[src/rtl/sfd_pkg.sv]
package sfd_pkg;

  // Bit positions inside the control/status byte
  localparam int unsigned CSR_W    = 8;
  localparam int unsigned BIT_SIE  = 7;
  localparam int unsigned BIT_FLAG = 6;
  localparam int unsigned BIT_EN   = 5;

  typedef enum logic [1:0] {
    SFD_OFF        = 2'd0,
    SFD_START_WAKE = 2'd1,
    SFD_RXC_WAKE   = 2'd2
  } sfd_mode_e;

  // Policy decode; the reserved combination (no interrupt enable) maps to off.
  function automatic sfd_mode_e sfd_decode(input logic en, input logic sie,
                                           input logic rxcie);
    sfd_mode_e m;
    if (!en)      m = SFD_OFF;
    else if (sie) m = SFD_START_WAKE;
    else if (rxcie) m = SFD_RXC_WAKE;
    else          m = SFD_OFF;
    return m;
  endfunction

endpackage

[src/rtl/sfd_edge.sv]
module sfd_edge #(
  parameter int unsigned STAGES = 2
) (
  input  logic clk,
  input  logic rst_n,
  input  logic line_i,
  output logic fall_o
);

  localparam int unsigned LAST = STAGES - 1;

  logic [LAST:0] sync_q, sync_d;
  logic          prev_q, prev_d;

  generate
    if (STAGES > 1) begin : g_chain
      always_comb sync_d = {sync_q[LAST-1:0], line_i};
    end else begin : g_single
      always_comb sync_d = line_i;
    end
  endgenerate

  always_comb prev_d = sync_q[LAST];

  // prev resets low: a fall needs the line to have been seen high first
  always_ff @(posedge clk or negedge rst_n) begin
    if (!rst_n) begin
      sync_q <= '0;
      prev_q <= 1'b0;
    end else begin
      sync_q <= sync_d;
      prev_q <= prev_d;
    end
  end

  assign fall_o = prev_q & ~sync_q[LAST];


  fall_one_cycle_chk: assert property (@(posedge clk) disable iff (!rst_n)
    fall_o |=> !fall_o);

endmodule

[src/rtl/sfd_csr.sv]
module sfd_csr
  import sfd_pkg::*;
#(
  parameter logic [CSR_W-1:0] RST_VAL = 8'h20
) (
  input  logic             clk,
  input  logic             rst_n,
  input  logic             wr_i,
  input  logic             rd_i,
  input  logic [CSR_W-1:0] wdata_i,
  input  logic             fall_i,
  input  logic             det_on_i,
  output logic [CSR_W-1:0] rdata_o,
  output logic             sie_o,
  output logic             flag_o,
  output logic             en_o
);

  logic sie_q, en_q, flag_q;
  logic sie_d, en_d, flag_d;
  logic ctl_ce, flag_ce;
  logic set_flag, clr_flag;
  logic [CSR_W-1:0] image;
  logic unused_wdata;

  assign unused_wdata = ^wdata_i;

  assign set_flag = det_on_i & fall_i;
  assign clr_flag = wr_i & wdata_i[BIT_FLAG];
  assign ctl_ce   = wr_i;
  assign flag_ce  = set_flag | clr_flag;

  always_comb begin
    sie_d  = wdata_i[BIT_SIE];
    en_d   = wdata_i[BIT_EN];
    flag_d = set_flag;
  end

  always_ff @(posedge clk or negedge rst_n) begin
    if (!rst_n) begin
      sie_q  <= RST_VAL[BIT_SIE];
      en_q   <= RST_VAL[BIT_EN];
      flag_q <= RST_VAL[BIT_FLAG];
    end else begin
      if (ctl_ce) begin
        sie_q <= sie_d;
        en_q  <= en_d;
      end
      if (flag_ce) flag_q <= flag_d;
    end
  end

  always_comb begin
    image           = '0;
    image[BIT_SIE]  = sie_q;
    image[BIT_FLAG] = flag_q;
    image[BIT_EN]   = en_q;
  end

  assign rdata_o = rd_i ? image : '0;
  assign sie_o   = sie_q;
  assign flag_o  = flag_q;
  assign en_o    = en_q;


  flag_clear_chk: assert property (@(posedge clk) disable iff (!rst_n)
    (clr_flag && !set_flag) |=> !flag_o);


  flag_set_chk: assert property (@(posedge clk) disable iff (!rst_n)
    set_flag |=> flag_o);


  flag_hold_chk: assert property (@(posedge clk) disable iff (!rst_n)
    (!set_flag && !clr_flag) |=> $stable(flag_o));


  low_bits_zero_chk: assert property (@(posedge clk) disable iff (!rst_n)
    rdata_o[4:0] == 5'd0);

endmodule

[src/rtl/sfd_policy.sv]
module sfd_policy
  import sfd_pkg::*;
(
  input  logic      clk,
  input  logic      rst_n,
  input  sfd_mode_e mode_i,
  input  logic      fall_i,
  input  logic      sleep_i,
  input  logic      gie_i,
  input  logic      frame_done_i,
  output logic      win_o,
  output logic      rxc_wake_o
);

  logic win_q, win_d;
  logic wake_q, wake_d;
  logic rxc_mode;

  assign rxc_mode = (mode_i == SFD_RXC_WAKE);

  always_comb begin
    win_d = win_q;
    if (!rxc_mode)                  win_d = 1'b0;
    else if (win_q && frame_done_i) win_d = 1'b0;
    else if (fall_i && sleep_i)     win_d = 1'b1;
  end

  always_comb wake_d = rxc_mode & win_q & frame_done_i & gie_i & sleep_i;

  always_ff @(posedge clk or negedge rst_n) begin
    if (!rst_n) begin
      win_q  <= 1'b0;
      wake_q <= 1'b0;
    end else begin
      win_q  <= win_d;
      wake_q <= wake_d;
    end
  end

  assign win_o      = win_q;
  assign rxc_wake_o = wake_q;


  win_close_chk: assert property (@(posedge clk) disable iff (!rst_n)
    (win_o && frame_done_i) |=> !win_o);


  win_off_chk: assert property (@(posedge clk) disable iff (!rst_n)
    (mode_i == SFD_OFF) |=> !win_o);


  wake_pulse_chk: assert property (@(posedge clk) disable iff (!rst_n)
    rxc_wake_o |=> !rxc_wake_o);

endmodule

[src/rtl/uart_sof_wake.sv]
module uart_sof_wake
  import sfd_pkg::*;
#(
  parameter int unsigned      SYNC_STAGES = 2,
  parameter logic [CSR_W-1:0] CSR_RST     = 8'h20
) (
  input  logic             clk,
  input  logic             rst_n,
  input  logic             rxd_i,
  input  logic             reg_wr_i,
  input  logic             reg_rd_i,
  input  logic [CSR_W-1:0] reg_wdata_i,
  output logic [CSR_W-1:0] reg_rdata_o,
  input  logic             sleep_i,
  input  logic             gie_i,
  input  logic             rxc_ie_i,
  input  logic             frame_done_i,
  output logic             osc_req_o,
  output logic             rx_clk_en_o,
  output logic             wake_o,
  output logic             start_irq_o
);

  logic      fall;
  logic      sie, flag, en;
  logic      det_on;
  logic      win, rxc_wake;
  sfd_mode_e mode;

  sfd_edge #(.STAGES(SYNC_STAGES)) u_edge (
    .clk    (clk),
    .rst_n  (rst_n),
    .line_i (rxd_i),
    .fall_o (fall)
  );

  assign mode   = sfd_decode(en, sie, rxc_ie_i);
  assign det_on = (mode != SFD_OFF);

  sfd_csr #(.RST_VAL(CSR_RST)) u_csr (
    .clk      (clk),
    .rst_n    (rst_n),
    .wr_i     (reg_wr_i),
    .rd_i     (reg_rd_i),
    .wdata_i  (reg_wdata_i),
    .fall_i   (fall),
    .det_on_i (det_on),
    .rdata_o  (reg_rdata_o),
    .sie_o    (sie),
    .flag_o   (flag),
    .en_o     (en)
  );

  sfd_policy u_policy (
    .clk          (clk),
    .rst_n        (rst_n),
    .mode_i       (mode),
    .fall_i       (fall),
    .sleep_i      (sleep_i),
    .gie_i        (gie_i),
    .frame_done_i (frame_done_i),
    .win_o        (win),
    .rxc_wake_o   (rxc_wake)
  );

  assign osc_req_o   = win;
  assign rx_clk_en_o = win;
  assign start_irq_o = sie & gie_i & flag;
  assign wake_o      = sleep_i & (((mode == SFD_START_WAKE) & gie_i & flag) | rxc_wake);


  irq_needs_gie_chk: assert property (@(posedge clk) disable iff (!rst_n)
    start_irq_o |-> gie_i);


  wake_needs_sleep_chk: assert property (@(posedge clk) disable iff (!rst_n)
    wake_o |-> sleep_i);


  no_win_start_mode_chk: assert property (@(posedge clk) disable iff (!rst_n)
    (mode == SFD_START_WAKE) |=> !osc_req_o);

endmodule

[config.mk]
export PLATFORM = sky130hd
export DESIGN_NAME = uart_sof_wake
export DESIGN_NICKNAME = d
export VERILOG_FILES = /design/src/rtl/sfd_pkg.sv /design/src/rtl/sfd_edge.sv /design/src/rtl/sfd_csr.sv /design/src/rtl/sfd_policy.sv /design/src/rtl/uart_sof_wake.sv
export SDC_FILE = /design/constraint.sdc
export NUM_CORES = 1
export LEC_CHECK = 0
export ABC_AREA = 1
export BUFFER_PORTS_ARGS = -buffer_cell sky130_fd_sc_hd__buf_2
export CAP_MARGIN = 20
export CORE_AREA = 2 2 39 41
export CTS_BUF_LIST = sky130_fd_sc_hd__clkbuf_16
export DETAILED_ROUTE_END_ITERATION = 6
export DIE_AREA = 0 0 41 43
export HOLD_SLACK_MARGIN = 0.08
export PLACE_DENSITY = 0.72
export SETUP_SLACK_MARGIN = 0.1
export SLEW_MARGIN = 20
export SYNTH_ARGS = -nofsm -noshare
export SYNTH_HDL_FRONTEND = slang
export SYNTH_SLANG_ARGS = --single-unit
[constraint.sdc]
create_clock -name clk -period 0.83 [get_ports clk]
set_input_delay 0.0415 -clock clk [delete_from_list [all_inputs] [get_ports clk]]
set_output_delay 0.0415 -clock clk [all_outputs]
set_load 0.02 [all_outputs]
# Word level (Yosys, flattened, before mapping)
# Cells that the tools add are included.
[totals]
wordCells = 35
ff_bits = 8
out_inout_bits = 12
input_bits = 17
[classes]
muxes = 7
n_eq_ne = 3
bitwise_logic = 15
n_reduce_logical = 3
[ops]
columns = ["op", "n"]
rows = [
  ["$and 1x1->1", 12],
  ["$mux 8", 1],
  ["$mux 2", 3],
  ["$mux 1", 3],
  ["$ne 3x3->1 const B", 1],
  ["$eq 2x1->1 const B", 1],
  ["$eq 2x2->1 const B", 1],
  ["$logic_and 1x1->1", 2],
  ["$or 1x1->1", 2],
  ["$reduce_bool 2->1", 1],
  ["$not 1->1", 1],
]

# Longest topological paths before layout
# Gate-level depths: netlist of run 1.
[logic_depth]
word_depth = 8
ltp_mapped = 5
depth_no_buf = 5

# Modules after synthesis
# From an unflattened synthesis of run 1, not the netlist that was laid out.
[hier_totals]
hier_cells = 54
hier_area_um2 = 422.9
[by_module_without_submodules]
columns = ["module", "area_each_um2", "seq_area_each_um2", "cells_per_inst", "n_inst"]
rows = [
  ["sfd_csr", 180.2, 76.3, 25, 1],
  ["sfd_policy", 98.8, 50.0, 12, 1],
  ["sfd_edge", 85.1, 75.1, 5, 1],
  ["uart_sof_wake", 58.8, 0.0, 12, 1],
]

# Least setup slack after synthesis of run 1
# Ideal clock, no wire load.
[synth_timing]
kind = "register to output"
start = "register u_csr.en_q, in the netlist u_csr.en_o"
end = "output wake_o"
path_stages_with_launch = 3
t_arrival_ps = 972
required_ps = 788
n_path_buf = 0
path_slack_ps = -183
path_cell_list = "dfstp_2 nand4_1 a21oi_1"
[synth_between]
elab_chain_len = 6
[synth_lines]
columns = ["element", "line", "source"]
rows = [
  ["start, declared", "sfd_csr.sv:19", "logic sie_q, en_q, flag_q;"],
  ["start signal, assigned", "sfd_csr.sv:42", "en_q <= RST_VAL[BIT_EN];"],
  ["start signal, assigned", "sfd_csr.sv:47", "en_q <= en_d;"],
  ["$mux 2", "sfd_pkg.sv:19", "if (!en) m = SFD_OFF;"],
  ["$eq 2x1->1", "uart_sof_wake.sv:69", "assign wake_o = sleep_i & (((mode == SFD_START_WAKE) & gie_i & flag) | rxc_wake);"],
  ["$and 1x1->1 (2 in a row)", "uart_sof_wake.sv:69", ""],
  ["$or 1x1->1", "uart_sof_wake.sv:69", ""],
  ["$and 1x1->1", "uart_sof_wake.sv:69", ""],
  ["end, declared", "uart_sof_wake.sv:20", "output logic wake_o,"],
]
# No other way between the ends.

# Final worst setup path of run 1
# Same ends and word-level chain as after synthesis.

==> results.yml, run 1 <==
yosys:
  yosysTopAreaCell: "dfrtp_1"
  netlist-cell-type-count: 14
  syn_avg_cell_area_sq_um: 8.44
  seq_area_frac_synth_pct: 50.8
  syn_inst: 47
  ys_top_cells_by_area: "dfrtp_1, buf_4, nand2_1"
  synth_seq_cells: 8
  synth_area_sq_um: 397
  synth-warning-count: 0
  synth_top_cell_area_share_pct: 44.2
floorplanning:
  initial_core_util_pct: 28.7
  rows: 14
  io_pins: 29
  die_y_um: 43
  die_w_um: 41
  dieArea_sq_um: 1760
  core_area_sq_um: 1380
cells_and_area:
  final_cells: 93
  final_nets: 95
  area_delta_synth_final_pct: 83.3
  num_antenna_cells: 0
  drive_above_1_share_pct: 55.8
clock_tree:
  h-tree-depth: 1
  clk_pin_slew_worst_paths_ps: 40
  worstSkewPairLatency_ps: 230
  cts_tree: "done"
  hold_buffers: 4
  ctsRootBufferMaster: "clkbuf_16"
  cts_max_path_buffers: 2
  numCtsBuffers: 3
  numClockSinks: 8
setup_path:
  path_class: "flip-flop to primary output"
  required_ps: 790
  critPathMaxStageDelay_ps: 520
  reg2regPathDepth: 4
  cp_slowest_cell: "dfstp_2"
  arrival_ps: 1110
  setup.worst_path.end_class: "primary output"
  critPathMaxFanout: 2
  path_cells: "nand4_1, a21oi_2, buf_4"
  cp-start-kind: "flip-flop"
min_path:
  hold_class: "input pin to flip-flop"
  whs_path_depth: 2
power:
  power.total_mw: 1.53
  power.leakage_nw: 0.381
  vdd_drop_max_mv: 1.19
  powerDensity_nw_per_um2: 2110
sta:
  hold_ws_ps: 45.7
  finalCriticalPeriod_ps: 1160
  setup_violations: 9
  clock_skew_ps: 1.70
  post-route-period-util_pct: 139
  hold_violations: 0
  max_freq_mhz: 865
  setup_ws_ps: -326
  finalMaxSlewViolations: 0
  rsz0062_at_grt: "yes"
routing:
  drt_first_pass_iters: 4
  via_per_inst: 4.29
  drt-total-wl_um: 860
  drt_iter0_markers: 2
  drc: 0
  ant_nets: 0
  detail_route.wl_per_cell_um: 9.25
  vias: 399
global_route:
  grt_pass1_wl_um: 1200
  grt_usage_pct: 10.5
  antenna_found_initial: 0
  grt_start_max_net_pins: 9
  grt_overflow: 0
  grt_pass1_vias: 339
outcome:
  failed_checks: "setup timing"
  outcome: "finished, violations left"
run:
  drv_cap: 0
placed_design:
  dp_hpwl_um: 584
  port_buffers: 18
  place_inst: 80
  globalplace.congestion: 0.633
critical path, delay by kind of cell, from the launching register on:
family | cells | cell delay [ps]
buf+inv | 1 | 140
compound gates | 1 | 130
simple gates | 1 | 100
flops | 1 | 520
cells in the final DEF (no fill, tap or decap), drive strengths merged:
cell         Yosys  routed
buf              6      24
nand2           10      10
inv              9      10
dfrtp            7       7
conb             1       5
dlygate4sd3      0       4
clkbuf           0       3
nand3            3       3
nor2             3       3
nand4            2       2
o21ai            2       2
a21oi            1       1
nor3             1       1
mux2             1       1
dfstp            1       1
what timing repair did:
action                                  CTS  global route
gates resized for setup                  14            13
pin swaps                                 3             2
buffers inserted                          3             2
hold endpoints to repair                 13             3
cloned                                    0             0
endpoints found under the setup margin   12            12
worst paths after layout:
| path | from | to | slack (ps) |
|---|---|---|---|
| max | u_csr.en_o$_DFFE_PN1P_ | wake_o | -330 |
| min | reg_wdata_i[5] | u_csr.en_o$_DFFE_PN1P_ | 50 |
| min reg2reg | u_edge.sync_q[0]$_DFF_PN0_ | u_edge.sync_q[1]$_DFF_PN0_ | 340 |
| max reg2reg | u_csr.en_o$_DFFE_PN1P_ | u_policy.win_o$_DFFE_PN0P_ | -150 |
| min in group asynchronous | rst_n | u_edge.sync_q[0]$_DFF_PN0_ | 170 |
| max in group asynchronous | rst_n | u_csr.en_o$_DFFE_PN1P_ | 420 |
synth_stat cells:
library cell	number
o21ai_1	1
buf_4	6
nand2_1	10
nor2_1	3
dfstp_2	1
conb_1	1
dfrtp_1	7
inv_1	9
o21ai_0	1
mux2_1	1
nand3_1	3
nand4_1	2
nor3_2	1
a21oi_1	1
per-layer routing:
metal  share of wire, %  wire, um  track usage (%)
met1                 39       333             10.7
met2                 54       465             16.6
met3                7.0        60             3.14
met4                  0         0             8.00
met5                  0         0                0
report_power, final:
group	switching [mW]	internal, mW	leakage (nW)
clock network	0.185	0.627	0.0423
registers	0.0193	0.421	0.0966
logic	0.137	0.141	0.243
total	0.341	1.19	0.381
cell type report:
cell class,instances,area [sq um]
timing repair buffer,28,223
inverter,9,33.8
fill,124,657
clock inverter,1,3.75
tap,16,20.0
sequential,8,203
clock buffer,3,75.1
multi-input combinational,28,169
per-stage QoR:
step / instance area [sq um] / worst slack (ps) / util, % / TNS [ps]
floorplan: 419 / -102 / - / -102
global placement: 492 / -94.4 / 35.5 / -305
detailed placement: 492 / -121 / 35.5 / -374
CTS: 674 / -338 / 48.7 / -1610
global route: 727 / -376 / 52.5 / -1930
finish: 727 / -326 / 52.5 / -1550
cells by family after synthesis:
family / after synthesis / synth area share (%)
DFF: 8 / 50.8
buffers and inverters: 15 / 19.9
AOI/OAI and AO/OA: 3 / 3.78
and+or+nand+nor: 19 / 21.8
muxes: 1 / 2.84
other: 1 / 0.945
registers in the layout, summed over array words and instances (netlist names):
name,cells
u_policy.win_o,1
u_csr.en_o,1
u_edge.prev_q,1
u_csr.flag_o,1
u_edge.sync_q,2
u_csr.sie_o,1
u_policy.rxc_wake_o,1
Power figures use the tool's default switching activity.
==> run 2, diff against run 1 <==
- REMOVE_ABC_BUFFERS: default -> 1
==> results.yml, run 2 (same netlist as run 1, synthesis figures left out) <==
routing:
  drt_iter0_markers: 1
  drc: 0
  vias: 403
  via_per_inst: 4.15
  drt_first_pass_iters: 3
  detail_route.wl_per_cell_um: 9.78
  drt-total-wl_um: 949
  ant_nets: 0
floorplanning:
  initial_core_util_pct: 28.7
  die_y_um: 43
  io_pins: 29
  rows: 14
  dieArea_sq_um: 1760
  die_w_um: 41
  core_area_sq_um: 1380
placed_design:
  dp_hpwl_um: 609
  dp_slack_ps: -114
  dpl-instance-area_sq_um: 484
  port_buffers: 18
  globalplace.congestion: 0.675
outcome:
  outcome: "finished, violations left"
  failed_checks: "setup timing"
sta:
  hold_violations: 0
  setup_violations: 12
  finalSetupTns_ps: -1820
  rsz0062_at_grt: "yes"
  finalCriticalPeriod_ps: 1160
  clock_skew_ps: 2.17
  post-route-period-util_pct: 139
  finalMaxSlewViolations: 0
  hold_ws_ps: 47.7
  setup_ws_ps: -325
  max_freq_mhz: 866
power:
  vdd_drop_max_mv: 1.25
  powerDensity_nw_per_um2: 2040
  power.leakage_nw: 0.405
setup_path:
  path_cells: "nand4_1, a21oi_1, buf_4"
  rr_startpoint: "u_csr.en_o$_DFFE_PN1P_"
  required_ps: 790
  reg2reg_slack_ps: -170
  setup.worst_path.end_class: "primary output"
  critPathMaxFanout: 2
  critPathMaxStageDelay_ps: 520
  cp_slowest_cell: "dfstp_2"
  arrival_ps: 1110
  path_class: "flip-flop to primary output"
  cp-start-kind: "flip-flop"
  reg2regPathDepth: 4
  worstReg2RegEnd: "u_policy.win_o$_DFFE_PN0P_"
min_path:
  hold_class: "input pin to flip-flop"
  whs_path_depth: 2
  min-delay-start: "reg_wdata_i[5]"
  hold_end: "u_csr.en_o$_DFFE_PN1P_"
clock_tree:
  numClockSinks: 8
  h-tree-depth: 1
  cts_max_path_buffers: 2
  ctsRootBufferMaster: "clkbuf_16"
  worstSkewPairLatency_ps: 230
  cts_tree: "done"
  clk_pin_slew_worst_paths_ps: 40
  numCtsBuffers: 3
  hold_buffers: 6
cells_and_area:
  num_antenna_cells: 0
  largest_reg_flops: 2
  final_util_pct: 55.1
  layout_common_cells: "buf_2, nand2_1, buf_6"
  drive_above_1_share_pct: 48.1
  final_nets: 99
  area_delta_synth_final_pct: 92.1
  final_common_cell: "buf_2"
  top_register: "u_edge.sync_q"
  fin_area_sq_um: 762
global_route:
  grt_usage_pct: 13.4
  grt_pass1_wl_um: 1540
  grt_start_max_net_pins: 9
  antenna_found_initial: 0
  grt_pass1_vias: 381
  grt_overflow: 0
run:
  drv_cap: 0
## run 2: critical path, delay by kind of cell, from the launching register on
family,cells,cell delay [ps]
compound gates,1,130
simple gates,1,80
buf+inv,1,150
flops,1,520
## run 2: worst max path at each step
stage | from | slack [ps] | depth (start not counted) | to
2_1_floorplan | u_csr.en_o$_DFFE_PN1P_ | -180 | 2 | wake_o
3_3_place_gp | u_csr.en_o$_DFFE_PN1P_ | -80 | 3 | wake_o
3_5_place_dp | u_csr.en_o$_DFFE_PN1P_ | -110 | 3 | wake_o
4_1_cts | u_csr.en_o$_DFFE_PN1P_ | -340 | 3 | wake_o
5_1_grt | u_csr.en_o$_DFFE_PN1P_ | -380 | 3 | wake_o
6_report | u_csr.en_o$_DFFE_PN1P_ | -330 | 3 | wake_o
## run 2: area by class of cell
type	instances	area (sq um)
timing repair buffer	32	262
fill	128	622
sequential	8	201
tap	16	20.0
multi-input combinational	28	164
clock inverter	1	3.75
clock buffer	3	75.1
inverter	9	36.3
## run 2: layer usage
| layer | global-route usage, % | vias to the layer above | part of all wire, % |
|---|---|---|---|
| li1 | - | 204 | - |
| met3 | 3.14 | 2 | 3.9 |
| met2 | 21.9 | 11 | 59 |
| met1 | 13.6 | 186 | 36 |
| met5 | 0 | - | 0 |
| met4 | 10.0 | 0 | 0.84 |
## run 2: stage by stage
step / total power [mW] / instances
global route: 1.62 / 97
finish: 1.55 / 97
global placement: 0.598 / 80
CTS: 1.54 / 95
floorplan: 0.528 / 45
detailed placement: 0.602 / 80
## run 2: what timing repair did
item,4_1_cts,5_1_grt
hold endpoints to repair,13,2
endpoints found under the setup margin,12,12
setup buffers,5,2
resized for setup,19,9
pin swaps,5,2
## run 2: where the power goes
group / total, mW / leakage [nW] / switching [mW] / internal (mW)
registers: 0.439 / 0.0983 / 0.0181 / 0.421
logic: 0.300 / 0.264 / 0.143 / 0.157
clock network: 0.812 / 0.0423 / 0.185 / 0.627
total: 1.55 / 0.405 / 0.346 / 1.21
==> run 3, diff against run 2 <==
- TNS_END_PERCENT: default -> 30
==> results.yml, run 3 (same netlist as run 1, synthesis figures left out) <==
placed_design:
  port_buffers: 18
  dp_slack_ps: -114
  dp_hpwl_um: 609
  dpl-instance-area_sq_um: 484
  globalplace.congestion: 0.675
  place_inst: 80
sta:
  setup_violations: 9
  clock_skew_ps: 1.12
  finalCriticalPeriod_ps: 1160
  post-route-period-util_pct: 140
  setup_ws_ps: -329
  hold_violations: 0
  rsz0062_at_grt: "yes"
  finalSetupTns_ps: -1520
  max_freq_mhz: 863
  finalMaxSlewViolations: 0
setup_path:
  cp-start-kind: "flip-flop"
  reg2regPathDepth: 4
  setup.worst_path.end_class: "primary output"
  cp_slowest_cell: "dfstp_2"
  critPathMaxStageDelay_ps: 520
  rr_startpoint: "u_csr.en_o$_DFFE_PN1P_"
  crit_family: "flip-flops"
  path_buf_inv: 1
  path_class: "flip-flop to primary output"
  worstReg2RegEnd: "u_policy.win_o$_DFFE_PN0P_"
  reg2reg_slack_ps: -170
  worst-path-stages: 3
  path_cells: "nand4_1, a21oi_1, buf_4"
  critPathMaxFanout: 2
  arrival_ps: 1120
  required_ps: 790
power:
  seqPwrFrac_pct: 29.5
  powerDensity_nw_per_um2: 2200
  vdd_drop_max_mv: 1.21
  switching_power_uw: 325
  power.leakage_nw: 0.375
  swShare_pct: 21.8
  p_comb_share_pct: 15.8
  clkPwrFrac_pct: 54.6
  power.internal_mw: 1.17
floorplanning:
  die_w_um: 41
  dieArea_sq_um: 1760
  io_pins: 29
  die_y_um: 43
  initial_core_util_pct: 28.7
  rows: 14
  core_area_sq_um: 1380
cells_and_area:
  area_delta_synth_final_pct: 71.3
  final_common_cell: "buf_2"
  drive_above_1_share_pct: 41.6
  top_register: "u_edge.sync_q"
  final_util_pct: 49.1
  final_cells: 93
  layout_common_cells: "buf_2, nand2_1, inv_1"
  fin_area_sq_um: 679
  num_antenna_cells: 0
  fill_cells: 142
  final_nets: 95
  largest_reg_flops: 2
outcome:
  failed_checks: "setup timing"
  outcome: "finished, violations left"
clock_tree:
  ctsRootBufferMaster: "clkbuf_16"
  numClockSinks: 8
  worstSkewPairLatency_ps: 230
  numCtsBuffers: 3
  hold_buffers: 5
  h-tree-depth: 1
  clk_pin_slew_worst_paths_ps: 40
  cts_max_path_buffers: 2
  cts_tree: "done"
global_route:
  grt_pass1_wl_um: 1350
  antenna_found_initial: 0
  grt_overflow: 0
  grt_start_max_net_pins: 9
  grt_pass1_vias: 343
  grt_usage_pct: 11.8
min_path:
  hold_class: "input pin to flip-flop"
  whs_path_depth: 2
  min-delay-start: "reg_wdata_i[5]"
  hold_end: "u_csr.en_o$_DFFE_PN1P_"
routing:
  via_per_inst: 4.05
  ant_nets: 0
  drt-total-wl_um: 855
  drt_iter0_markers: 1
  drt_first_pass_iters: 2
  drc: 0
  detail_route.wl_per_cell_um: 9.19
  vias: 377
run:
  drv_cap: 0
[run 3: worst max-delay path by stage]
stage / startpoint / endpoint / slack, ps
after CTS: u_csr.en_o$_DFFE_PN1P_ / wake_o / -340
final: u_csr.en_o$_DFFE_PN1P_ / wake_o / -330
after detailed placement: u_csr.en_o$_DFFE_PN1P_ / wake_o / -110
after global placement: u_csr.en_o$_DFFE_PN1P_ / wake_o / -80
after global routing: u_csr.en_o$_DFFE_PN1P_ / wake_o / -380
after floorplan: u_csr.en_o$_DFFE_PN1P_ / wake_o / -180
[run 3: repair_timing]
| action | 4_1_cts | 5_1_grt |
|---|---|---|
| gates resized for setup | 7 | 6 |
| endpoints found under the setup margin | 12 | 12 |
| buffers inserted | 4 | 0 |
| pin swaps | 4 | 1 |
| hold endpoints to repair | 13 | 2 |
[run 3: power by group through the flow]
stage | Clock [mW] | Combinational (mW) | Sequential [mW]
final | 0.815 | 0.236 | 0.441
after global routing | 0.854 | 0.262 | 0.443
after CTS | 0.837 | 0.222 | 0.440
after detailed placement | 0 | 0.156 | 0.447
after global placement | 0 | 0.154 | 0.444
after floorplan | 0 | 0.0824 | 0.445
[run 3: through the flow]
stage | total power [mW] | hold slack [ps]
after floorplan | 0.528 | -254
after global placement | 0.598 | -112
after detailed placement | 0.602 | -107
after CTS | 1.50 | 44.3
after global routing | 1.56 | 48.4
final | 1.49 | 47.2
[run 3: layout make-up]
cell class	count	area [sq um]	area share, %
sequential	8	201	29.7
timing repair buffer	28	201	29.7
multi-input combinational	28	144	21.2
clock buffer	3	75.1	11.0
inverter	9	33.8	4.97
tap	16	20.0	2.95
clock inverter	1	3.75	0.552
[run 3: routing by layer]
metal / GRT usage, % / routed length [um] / vias to the layer above
met2: 17.5 / 474 / 11
met5: 0 / 0 / -
li1: - / - / 194
met1: 13.0 / 330 / 170
met4: 10.0 / 8 / 0
met3: 3.14 / 41 / 2
